$ cat src/rtl/word_sub_pkg.sv
package word_sub_pkg;

  localparam int BYTE_W = 8;

  function automatic logic [7:0] gf_mul(input logic [7:0] a, input logic [7:0] b);
    logic [7:0] acc;
    logic [7:0] sh;
    acc = 8'h00;
    sh  = a;
    for (int i = 0; i < 8; i++) begin
      if (b[i]) acc = acc ^ sh;
      sh = {sh[6:0], 1'b0} ^ (sh[7] ? 8'h1b : 8'h00);
    end
    return acc;
  endfunction

  // x^254 equals the inverse for nonzero x and 0 for x = 0
  function automatic logic [7:0] gf_inv(input logic [7:0] x);
    logic [7:0] sq;
    logic [7:0] r;
    sq = x;
    r  = 8'h01;
    for (int i = 1; i < 8; i++) begin
      sq = gf_mul(sq, sq);
      r  = gf_mul(r, sq);
    end
    return r;
  endfunction

  function automatic logic [7:0] affine(input logic [7:0] b);
    logic [7:0] o;
    logic [7:0] c;
    c = 8'h63;
    for (int i = 0; i < 8; i++) begin
      o[i] = b[i] ^ b[(i + 4) % 8] ^ b[(i + 5) % 8] ^ b[(i + 6) % 8] ^ b[(i + 7) % 8] ^ c[i];
    end
    return o;
  endfunction

  function automatic logic [7:0] sbox(input logic [7:0] x);
    return affine(gf_inv(x));
  endfunction

  function automatic logic [31:0] sbox_word(input logic [31:0] w);
    logic [31:0] o;
    for (int k = 0; k < 4; k++) begin
      o[k*8 +: 8] = sbox(w[k*8 +: 8]);
    end
    return o;
  endfunction

endpackage

$ cat src/rtl/sbox_lane.sv
module sbox_lane
  import word_sub_pkg::*;
(
  input  logic       clk,
  input  logic       rst,
  input  logic [7:0] byte_in,
  output logic [7:0] byte_next,
  output logic [7:0] byte_q
);
  assign byte_next = sbox(byte_in);

  always_ff @(posedge clk) begin
    if (rst) byte_q <= '0;
    else     byte_q <= byte_next;
  end
endmodule

$ cat src/rtl/debug_gate.sv
module debug_gate #(
  parameter int WIDTH = 32
) (
  input  logic             clk,
  input  logic             rst,
  input  logic             en,
  input  logic [WIDTH-1:0] data_in,
  output logic [WIDTH-1:0] view
);
  logic [WIDTH-1:0] cap_q;

  always_ff @(posedge clk) begin
    if (rst)     cap_q <= '0;
    else if (en) cap_q <= data_in;
    else         cap_q <= '0;
  end

  // combinational gate: the port is zero in any cycle with the enable low
  assign view = cap_q & {WIDTH{en}};
endmodule

$ cat src/rtl/rare_alert.sv
module rare_alert #(
  parameter int          WIDTH   = 32,
  parameter logic [31:0] TRIGGER = 32'h7c7c7c7c
) (
  input  logic             clk,
  input  logic             rst,
  input  logic [WIDTH-1:0] next_word,
  output logic             hit,
  output logic             flag
);
  assign hit = (next_word == TRIGGER[WIDTH-1:0]);

  always_ff @(posedge clk) begin
    if (rst)      flag <= 1'b0;
    else if (hit) flag <= 1'b1;
  end
endmodule

$ cat src/rtl/word_sub_top.sv
module word_sub_top #(
  parameter int          WIDTH   = 32,
  parameter logic [31:0] TRIGGER = 32'h7c7c7c7c
) (
  input  logic             clk,
  input  logic             rst,
  input  logic             dbg_en,
  input  logic [WIDTH-1:0] din,
  output logic [WIDTH-1:0] sub_out,
  output logic [WIDTH-1:0] dbg_out,
  output logic             alert
);
  localparam int LANES = WIDTH / 8;

  logic [WIDTH-1:0] sub_next;
  logic             trig_hit;

  for (genvar g = 0; g < LANES; g++) begin : g_lane
    sbox_lane u_lane (
      .clk      (clk),
      .rst      (rst),
      .byte_in  (din[g*8 +: 8]),
      .byte_next(sub_next[g*8 +: 8]),
      .byte_q   (sub_out[g*8 +: 8])
    );
  end

  debug_gate #(.WIDTH(WIDTH)) u_dbg (
    .clk    (clk),
    .rst    (rst),
    .en     (dbg_en),
    .data_in(din),
    .view   (dbg_out)
  );

  rare_alert #(.WIDTH(WIDTH), .TRIGGER(TRIGGER)) u_alert (
    .clk      (clk),
    .rst      (rst),
    .next_word(sub_next),
    .hit      (trig_hit),
    .flag     (alert)
  );
endmodule

$ cat config.mk
export PLATFORM = sky130hd
export DESIGN_NAME = word_sub_top
export DESIGN_NICKNAME = d
export VERILOG_FILES = /design/src/rtl/word_sub_pkg.sv /design/src/rtl/sbox_lane.sv /design/src/rtl/debug_gate.sv /design/src/rtl/rare_alert.sv /design/src/rtl/word_sub_top.sv
export SDC_FILE = /design/constraint.sdc
export NUM_CORES = 2
export LEC_CHECK = 0
export BUFFER_PORTS_ARGS = -buffer_cell sky130_fd_sc_hd__buf_2
export CORE_UTILIZATION = 29
export DETAILED_ROUTE_END_ITERATION = 12
export GPL_ROUTABILITY_DRIVEN = 0
export PLACE_DENSITY_LB_ADDON = 0.1
export SLEW_MARGIN = 20
export SYNTH_ARGS = -nofsm -noshare
export SYNTH_HDL_FRONTEND = slang
export SYNTH_HIERARCHICAL = 1
export SYNTH_SLANG_ARGS = --single-unit
$ cat constraint.sdc
create_clock -name clk -period 43.4 [get_ports clk]
set_clock_uncertainty 0.1 [all_clocks]
set_input_delay 2.17 -clock clk [delete_from_list [all_inputs] [get_ports clk]]
set_output_delay 2.17 -clock clk [all_outputs]
set_load 0.01 [all_outputs]
==> results by group <==
Global route
  – Grt ovf: 0
  – Number of antenna violations at the first check in global routing: 2
  – Vias in the first global route: 58600
  – Largest net degree at the start of global routing: between 60 and 70
  – All-Layer GR Usage: 19.3%
  – Global-route wire length before repair: roughly 360000 um

CTS
  – Hold_buf cts: 0
  – Clock tree buffer depth: 2
  – Post-cts sizing count: 0
  – TritonCTS Buffers: 9
  – # clock sinks: 65
  – Clock latency on the worst-skew pair: 0.44 ns
  – H-tree depth: 3
  – Setup bufs post-CTS: 0
  – Root buf cell: clkbuf_16
  – Worst-path clk slew: 0.06 ns
  – CTS tree: done

Route
  – Starting DRT DRC Count: between 4000 and 5000
  – Number of vias per cell: 5.36
  – Final WL: 228000 um
  – WL per Instance: 20.2 um
  – Via Count: 60500
  – Drt pass-1 iters: 6
  – Drt drc: 0
  – DRT antenna net count: 0

Synth
  – Synth Warn #: 6
  – Main flop type after synthesis: dfxtp_1
  – Most instantiated library cell after synthesis: xnor2_1
  – Register area share after synthesis: under 10%
  – Share of synthesized flip-flops with an asynchronous set or reset: 0%
  – Mapped Nets: roughly 8600
  – Mean post-synth cell area: 7.77 um2
  – Synthesized area: roughly 0.066 mm2
  – Largest cells by area after synthesis: xnor2_1, xnor3_1, nor2_1, xor2_1, nand2_1
  – Number of synthesized flops with an enable pin: 0
  – Post-Synthesis Cells: 8523
  – Seq cells post-synth: 65
  – Yosys top cell area share: 17.7%
  – Leading area contributor after synthesis: xnor2_1
  – Synth unique cells: 107
  – Commonest cells post-synth: xnor2_1, nor2_1, nand2_1

Timing
  – Sum of negative setup slack: 0 ns
  – Post-layout min period: between 20 and 25 ns
  – RSZ-0062 raised after global routing: false
  – Final Hold Fails: 0
  – Final Max Slew Viols: 0
  – Final setup viols: 0
  – Fmax: 44.3 MHz
  – Final Cycle Share: 52.1%
  – Worst-Margin Slew: 1.16 ns
  – Max transition margin: 21.8%

Floorplanning
  – Die area: around 0.23 mm2
  – Row Count: approximately 180
  – Die Width: 480 um
  – Die Y-Extent: 480 um
  – Core Area: 0.227 mm2
  – Initial Utilization: 29.2%
  – I/O pin total: 100

Critical path
  – Worst reg-to-reg setup slack: 42.68 ns
  – Worst r2r dst: u_alert/flag
  – WP data arrival: 22.88 ns
  – Crit path from: din[23]
  – FF-to-FF Start: u_alert/flag
  – WS Path Type: in -> reg
  – Element type at the critical path end: flip-flop
  – Slowest CP cell: nor4_1
  – CP max stage delay: roughly 0.94 ns
  – FF-to-FF path depth: 1
  – Crit path launch type: primary input
  – CP required: roughly 44 ns
  – CP Max Fanout: 24
  – Worst path most repeated cell: xnor2_1

Min path
  – HP Class: reg -> reg
  – Hold Crit Start: u_alert/flag
  – WHS Path Cells: 1
  – Hold EP: u_alert/flag

Layout
  – Area added between synthesis and finish: 6.43%
  – NumNets Final: 8354
  – Fill cell count: roughly 24000
  – Layout cells sized above 1: 11.2%

Place
  – Post-DP HPWL: 166000 um
  – PortBufs: 99

Job
  – Max_cap viols: 0

Run status
  – Status: finished clean
-- critical path: cells and delay by family --
family	cells	cell delay (ns)
AO/OA/AOI/OAI	14	3.50
XOR/XNOR	16	6.08
adder cells (fa/ha/maj)	4	1.81
buffers and inverters	5	1.35
multiplexers	2	0.67
AND/OR/NAND/NOR	18	7.23
-- logic make-up after synthesis --
kind of cell | synth area share, %
adder cells (fa/ha/maj) | 0.529
multiplexers | 4.50
XOR/XNOR | 47.6
AO/OA/AOI/OAI | 18.6
buffers and inverters | 4.64
flip-flops | 1.97
AND/OR/NAND/NOR | 22.2
-- how the worst max path moves through the flow --
stage               cells past startpoint  slack [ns]            to
floorplan                              63       25.58  u_alert/flag
global placement                       59       19.30  u_alert/flag
detailed placement                     60       20.65  u_alert/flag
CTS                                    60       21.06  u_alert/flag
global route                           60       19.58  u_alert/flag
finish                                 59       20.81  u_alert/flag
-- stage by stage --
step                cell area [um2]  std cells  hold WS [ns]  setup slack [ns]  utilization, %
floorplan                     66200       8523         0.425             25.58               -
global placement              70100      11300         0.392             19.30            30.9
detailed placement            70100      11300         0.378             20.65            30.9
CTS                           70400      11300         0.403             21.06            31.0
global route                  70500      11300         0.428             19.58            31.0
finish                        70500      11300         0.397             20.81            31.0
-- per-layer routing --
metal | GRT usage [%] | wire length, um
met5 | 0 | 0
met4 | 2.52 | 2020
met3 | 1.20 | 7750
met2 | 31.7 | 106000
met1 | 28.1 | 113000
-- flip-flops by register name (all words and copies together) (netlist names) --
name,cells
u_dbg/cap_q,32
u_alert/flag,1
g_lane.u_lane/byte_q,32
-- placed cells by master (no fill, tap or decap), types with 44 or more instances in the layout --
master,n
o21ai_1,64
buf_2,98
xnor2_1,1305
nand2_1,881
dfxtp_1,65
xor2_2,66
xnor3_1,440
and2_1,80
xor3_1,52
a22oi_1,84
xnor2_2,103
nor3_1,273
nand3_1,156
a21oi_1,368
nor2b_1,96
nand2b_1,61
and3_1,68
a211oi_1,56
o22ai_1,88
o31ai_1,58
o211ai_1,120
a32oi_1,44
xnor2_4,48
xor2_1,426
o21ai_0,260
buf_4,256
nor2_1,1184
a31oi_1,112
mux2i_1,248
inv_1,52
or3_1,72
xnor3_2,52
-- final cells by class --
class	instances	area (um2)	area share, %
inverters	92	345	0.490
multi-input cells	7769	62300	88.5
clock buffers	9	225	0.320
diodes	1	2.50	0.00355
well taps	3009	3760	5.34
flip-flops and latches	65	1300	1.85
clock inverters	7	70.1	0.0994
repair buffers	354	2410	3.42
Power is not shown: default switching activity piles up to over one toggle a cycle in this logic, so the estimate is an artifact.
